==> config.mk <==
export PLATFORM = sky130hd
export DESIGN_NAME = fedge_irq_ctrl
export DESIGN_NICKNAME = d
export VERILOG_FILES = /design/src/rtl/fedge_irq_pkg.sv /design/src/rtl/fedge_sync.sv /design/src/rtl/fedge_fall_det.sv /design/src/rtl/fedge_flag_bank.sv /design/src/rtl/fedge_irq_ctrl.sv
export SDC_FILE = /design/constraint.sdc
export NUM_CORES = 1
export LEC_CHECK = 0
export ABC_AREA = 1
export BUFFER_PORTS_ARGS = -buffer_cell sky130_fd_sc_hd__buf_2
export CORE_MARGIN = 1
export CORE_UTILIZATION = 50
export CTS_BUF_LIST = sky130_fd_sc_hd__clkbuf_4 sky130_fd_sc_hd__clkbuf_8
export CTS_CLUSTER_DIAMETER = 40
export DETAILED_ROUTE_END_ITERATION = 8
export PLACE_DENSITY = 0.74
export SKIP_LAST_GASP = 1
export SYNTH_ARGS = -nofsm -noshare
export SYNTH_HDL_FRONTEND = slang
export SYNTH_HIERARCHICAL = 1
export SYNTH_SLANG_ARGS = --single-unit
==> constraint.sdc <==
create_clock -name clk -period 0.9 [get_ports clk]
set_clock_uncertainty 0.1 [all_clocks]
set_input_delay 0.18 -clock clk [delete_from_list [all_inputs] [get_ports clk]]
set_output_delay 0.18 -clock clk [all_outputs]
set_load 0.01 [all_outputs]
==> src/rtl/fedge_irq_pkg.sv <==
package fedge_irq_pkg;
  localparam int REG_W = 4;

  typedef enum logic [1:0] {
    SEL_ENABLE = 2'd0,
    SEL_FLAGS  = 2'd1,
    SEL_CMP    = 2'd2,
    SEL_VOID   = 2'd3
  } reg_sel_e;

  // Bit positions inside the comparator control nibble.
  localparam int CMP_EN_BIT   = 0;
  localparam int CMP_FLAG_BIT = 1;

  // Flag update: write-0-clears under a write strobe, edge set dominates.
  function automatic logic flag_next(input logic cur, input logic wr,
                                     input logic keep, input logic set);
    logic kept;
    kept = wr ? (cur & keep) : cur;
    return kept | set;
  endfunction

  // Falling edge seen between two consecutive synchronized samples.
  function automatic logic is_fall(input logic older, input logic newer);
    return older & ~newer;
  endfunction
endpackage

==> src/rtl/fedge_sync.sv <==
module fedge_sync #(
  parameter int W = 5
) (
  input  logic         clk,
  input  logic         rst,
  input  logic [W-1:0] async_i,
  output logic [W-1:0] sync_o,
  output logic [W-1:0] prev_o
);
  logic [W-1:0] stage1_q, stage2_q, stage3_q;

  for (genvar i = 0; i < W; i++) begin : g_bit
    always_ff @(posedge clk) begin
      if (rst) begin
        stage1_q[i] <= 1'b0;
        stage2_q[i] <= 1'b0;
        stage3_q[i] <= 1'b0;
      end else begin
        stage1_q[i] <= async_i[i];
        stage2_q[i] <= stage1_q[i];
        stage3_q[i] <= stage2_q[i];
      end
    end
  end

  assign sync_o = stage2_q;
  assign prev_o = stage3_q;
endmodule

==> src/rtl/fedge_fall_det.sv <==
module fedge_fall_det
  import fedge_irq_pkg::*;
#(
  parameter int W = 5
) (
  input  logic         clk,
  input  logic         rst,
  input  logic [W-1:0] sync_i,
  input  logic [W-1:0] prev_i,
  input  logic [W-1:0] din_i,
  output logic [W-1:0] fall_o
);
  for (genvar i = 0; i < W; i++) begin : g_det
    assign fall_o[i] = is_fall(prev_i[i], sync_i[i]) & din_i[i];

    // a bit not marked as a digital input never reports an edge
    p_analog_quiet_r4 : assert property (@(posedge clk) disable iff (rst)
      !din_i[i] |-> !fall_o[i]);
    // a rising or steady level is never reported as an edge
    p_no_rise_edge_r3 : assert property (@(posedge clk) disable iff (rst)
      sync_i[i] |-> !fall_o[i]);
  end
endmodule

==> src/rtl/fedge_flag_bank.sv <==
module fedge_flag_bank
  import fedge_irq_pkg::*;
#(
  parameter int NPINS = 4
) (
  input  logic             clk,
  input  logic             rst,
  input  logic [NPINS:0]   fall_i,
  input  logic             we_i,
  input  logic [1:0]       sel_i,
  input  logic [REG_W-1:0] wdata_i,
  output logic [NPINS-1:0] en_o,
  output logic [NPINS-1:0] flag_o,
  output logic             cmp_en_o,
  output logic             cmp_flag_o
);
  localparam int CMP_IDX = NPINS;

  logic [NPINS-1:0] en_q, flag_q;
  logic             cmp_en_q, cmp_flag_q;
  logic             wr_en, wr_flag, wr_cmp;

  assign wr_en   = we_i && (sel_i == SEL_ENABLE);
  assign wr_flag = we_i && (sel_i == SEL_FLAGS);
  assign wr_cmp  = we_i && (sel_i == SEL_CMP);

  for (genvar i = 0; i < NPINS; i++) begin : g_pin
    always_ff @(posedge clk) begin
      if (rst) begin
        en_q[i]   <= 1'b0;
        flag_q[i] <= 1'b0;
      end else begin
        if (wr_en) en_q[i] <= wdata_i[i];
        flag_q[i] <= flag_next(flag_q[i], wr_flag, wdata_i[i], fall_i[i]);
      end
    end

    // a detected edge sets the flag whatever the enable holds
    p_edge_sets_r2 : assert property (@(posedge clk) disable iff (rst)
      fall_i[i] |=> flag_q[i]);
    // without an edge a clear flag stays clear
    p_no_spurious_r3 : assert property (@(posedge clk) disable iff (rst)
      (!flag_q[i] && !fall_i[i]) |=> !flag_q[i]);
    // edge wins over a simultaneous clear
    p_set_beats_clear_r7 : assert property (@(posedge clk) disable iff (rst)
      (fall_i[i] && wr_flag && !wdata_i[i]) |=> flag_q[i]);
    // writing 1 keeps a pending flag
    p_write_one_keeps_r6 : assert property (@(posedge clk) disable iff (rst)
      (flag_q[i] && wr_flag && wdata_i[i]) |=> flag_q[i]);
  end

  always_ff @(posedge clk) begin
    if (rst) begin
      cmp_en_q   <= 1'b0;
      cmp_flag_q <= 1'b0;
    end else begin
      if (wr_cmp) cmp_en_q <= wdata_i[CMP_EN_BIT];
      cmp_flag_q <= flag_next(cmp_flag_q, wr_cmp, wdata_i[CMP_FLAG_BIT],
                              fall_i[CMP_IDX]);
    end
  end

  // comparator edge sets its flag
  p_cmp_edge_sets_r9 : assert property (@(posedge clk) disable iff (rst)
    fall_i[CMP_IDX] |=> cmp_flag_q);
  // state is clear straight after reset
  p_reset_clears_r1 : assert property (@(posedge clk) disable iff (rst)
    $past(rst) |-> (flag_q == '0 && en_q == '0 && !cmp_en_q && !cmp_flag_q));

  assign en_o       = en_q;
  assign flag_o     = flag_q;
  assign cmp_en_o   = cmp_en_q;
  assign cmp_flag_o = cmp_flag_q;
endmodule

==> src/rtl/fedge_irq_ctrl.sv <==
module fedge_irq_ctrl
  import fedge_irq_pkg::*;
#(
  parameter int NPINS = 4
) (
  input  logic             clk,
  input  logic             rst,
  input  logic [NPINS-1:0] pin_i,
  input  logic [NPINS-1:0] pin_din_i,
  input  logic             cmp_i,
  input  logic             reg_we_i,
  input  logic [1:0]       reg_sel_i,
  input  logic [REG_W-1:0] reg_wdata_i,
  output logic [REG_W-1:0] reg_rdata_o,
  output logic             irq_o
);
  localparam int NSRC = NPINS + 1;

  logic [NSRC-1:0]  src_async, src_sync, src_prev, src_din, src_fall;
  logic [NPINS-1:0] en, flag;
  logic             cmp_en, cmp_flag;
  logic             port_req, cmp_req;

  assign src_async = {cmp_i, pin_i};
  assign src_din   = {1'b1, pin_din_i};

  fedge_sync #(.W(NSRC)) u_sync (
    .clk(clk), .rst(rst), .async_i(src_async),
    .sync_o(src_sync), .prev_o(src_prev)
  );

  fedge_fall_det #(.W(NSRC)) u_det (
    .clk(clk), .rst(rst), .sync_i(src_sync), .prev_i(src_prev),
    .din_i(src_din), .fall_o(src_fall)
  );

  fedge_flag_bank #(.NPINS(NPINS)) u_bank (
    .clk(clk), .rst(rst), .fall_i(src_fall),
    .we_i(reg_we_i), .sel_i(reg_sel_i), .wdata_i(reg_wdata_i),
    .en_o(en), .flag_o(flag), .cmp_en_o(cmp_en), .cmp_flag_o(cmp_flag)
  );

  assign port_req = |(flag & en);
  assign cmp_req  = cmp_flag & cmp_en;
  assign irq_o    = port_req | cmp_req;

  always_comb begin
    reg_rdata_o = '0;
    case (reg_sel_i)
      SEL_ENABLE: reg_rdata_o[NPINS-1:0] = en;
      SEL_FLAGS:  reg_rdata_o[NPINS-1:0] = flag;
      SEL_CMP: begin
        reg_rdata_o[CMP_EN_BIT]   = cmp_en;
        reg_rdata_o[CMP_FLAG_BIT] = cmp_flag;
      end
      default:    reg_rdata_o = '0;
    endcase
  end

  // with every enable off the request stays low
  p_irq_masked_r8 : assert property (@(posedge clk) disable iff (rst)
    (en == '0 && !cmp_en) |-> !irq_o);
  // with no flag pending the request stays low
  p_irq_needs_flag_r8 : assert property (@(posedge clk) disable iff (rst)
    (flag == '0 && !cmp_flag) |-> !irq_o);
endmodule

==> metrics.csv <==
metric;value;unit
outcome;complete, but fails checks;
violations;setup timing;
cts.clk_slew.worst_paths;130;ps
intPower;0.00146;W
p_comb_frac;0.116;
synth_ff_type;dfxtp_1;
vias_per_cell;4.51;
yosys_warnings;6;
final_util;0.696;
synth_compound_area_frac;0.0278;
powerDensity;1380;mW/mm^2
cts_made_buffers;3;
finalSetupViolations;9;
synth-edff-count;0;
finalCritPeriodShare;1.46;
die_h;48.4;um
first_pass_iters;4;
finalHoldViolCount;0;
fmax;759;MHz
synth_adder_area_share;0;
synth_top_family_by_area;simple AND/OR/NAND/NOR gates;
cts.sinks;25;
hpwl;1460;um
drv_slew;0;
cp.arrival;1040;ps
maxCapViolations;0;
antenna_found_initial;0;
placed_cell_area;0.00121;sq mm
syn2layout_area_growth;29.2;%
synth.mux.area_fraction;0;
synth_top_area_frac;0.464;
place.gp.congestion;0.789;
synth_cell_types;17;
pwr-share-clk;0.271;
end_kind;output port;
critPathMaxFanout;3;
worst_setup_path_start_kind;flip-flop;
drive_gt1_frac;0.340;
critical_path_class;flip-flop to output port;
vias;996;
grt_pass1_wl;3740;um
detail-route-antenna-nets;0;
grt_start_max_net_pins;17;
synth_top_cell_by_area;dfxtp_1;
clk_latency;310;ps
die_w;48.4;um
start_util;0.539;
drcViolationCount;0;
dieArea;0.00235;sq mm
diodes;0;
p_leak;0.747;nW
power_switching;0.000463;W
dp_cells;207;
core;0.00200;sq mm
avgSynthCellArea;6.83;sq um
rrSetupSlack;-120;ps
io_buffers;22;
fin_nets;213;
stdcell_count;221;
seqPwrFrac;0.613;
hp-class;input pin to flip-flop;
cp.required;620;ps
drt_wl_total;2090;um
fin_area;0.00139;sq mm
timing.final.ws_setup;-418;ps
grt_usage;0.198;
fillers;175;
fin_crit;1320;ps
synth_nets;176;
rsz0062_at_grt;true;
clk_path_buf_depth;2;
synth-seq-cells;25;
root_buffer;clkbuf_4;
synthTopCellsByCount;inv_1, nand2_1, nor2_1, dfxtp_1, nand3_1;
cts.htree.levels;1;
dr.first_iter.drc_count;9;
netlist_area;0.00108;sq mm
cts_tree;done;
synthCells;158;
io-pin-count;23;
ys_seq_area_frac;0.464;
synth_xor_area_frac;0;
overflow;0;
ir_drop;1.28;mV
rows;16;
yosys.area_share.simple;0.354;
async_flop_share;0;
synth_area_leaders;dfxtp_1, inv_1, nand2_1;
wl_per_cell;9.44;um
switching_share;0.241;
grt_pass1_vias;964;
[worst max-delay path, stage by stage (launching register included)]
cell and delay (ps):
dfxtp_2 360, nand2_1 60, nand2_1 50, nor2_1 80, nand2_1 60, buf_2 130
[timing repair]
| action | 4_1_cts | 5_1_grt |
|---|---|---|
| endpoints found under the hold margin | 5 | 0 |
| endpoints found under the setup margin | 7 | 9 |
| pin swaps | 6 | 10 |
| buffers inserted | 5 | 0 |
| gates resized for setup | 12 | 11 |
| hold buffers | 5 | 0 |
[flip-flops by register name (all words and copies together) (netlist names)]
signal and flops:
u_bank/flag_o 4, u_sync/stage1_q 5, u_sync/sync_o 5, u_bank/cmp_en_o 1
u_sync/prev_o 5, u_bank/en_o 4, u_bank/cmp_flag_o 1
[power by group through the flow]
stage | logic, W | clock network, W | registers (W)
floorplan | 0.000107 | 0 | 0.00119
global placement | 0.000177 | 0 | 0.00120
detailed placement | 0.000184 | 0 | 0.00120
CTS | 0.000216 | 0.000540 | 0.00117
global route | 0.000252 | 0.000567 | 0.00118
finish | 0.000222 | 0.000520 | 0.00118
[cell families (layout without fill, tap and decap cells)]
logic type / count (synthesis) / after routing
AND/OR/NAND/NOR: 87 / 87
buffers and inverters: 39 / 75
flip-flops: 25 / 25
AO/OA/AOI/OAI: 6 / 6
other: 1 / 1
[cell type report]
| cell class | count | area (sq um) | share of cell area |
|---|---|---|---|
| Sequential cell | 25 | 513 | 0.368 |
| Multi-Input combinational cell | 94 | 453 | 0.325 |
| Timing Repair Buffer | 34 | 224 | 0.161 |
| Inverter | 37 | 140 | 0.101 |
| Tap cell | 27 | 33.8 | 0.0242 |
| Clock buffer | 4 | 30.0 | 0.0215 |
[final timing paths]
check | start | to | depth (start not counted)
worst max-delay path | u_bank/flag_o[2] | irq_o | 5
worst min-delay path | reg_wdata_i[2] | u_bank/en_o[2] | 3
worst max register to register | u_bank/flag_o[1] | u_bank/flag_o[1] | 7
worst min register to register | u_sync/stage1_q[3] | u_sync/sync_o[3] | 2
[cell usage in the layout, fill, tap and decap left out, drive strengths merged]
| cell type | instances |
|---|---|
| a21oi | 1 |
| buf | 29 |
| clkbuf | 4 |
| clkinv | 1 |
| conb | 1 |
| dfxtp | 25 |
| dlygate4sd3 | 5 |
| inv | 36 |
| nand2 | 35 |
| nand3 | 17 |
| nor2 | 34 |
| nor3 | 1 |
| o21ai | 5 |
[routing by layer]
layer,routed length [um],vias to the layer above,share of wire,global-route usage
met1,956,442,0.46,0.241
li1,-,536,-,-
met4,17,0,0.0081,0.0441
met3,47,2,0.023,0.0189
met2,1070,16,0.51,0.376
met5,0,-,0,0
[stage by stage]
stage	TNS [ps]	total power, W	hold slack, ps	worst slack (ps)
4_1_cts	-2180	0.00193	17.7	-433
2_1_floorplan	0	0.00130	149	38.3
5_1_grt	-2690	0.00200	66.2	-502
6_report	-2150	0.00192	23.6	-418
3_3_place_gp	-1430	0.00137	278	-128
3_5_place_dp	-2010	0.00138	290	-175
Note: power is estimated with default switching activity, not from simulation.
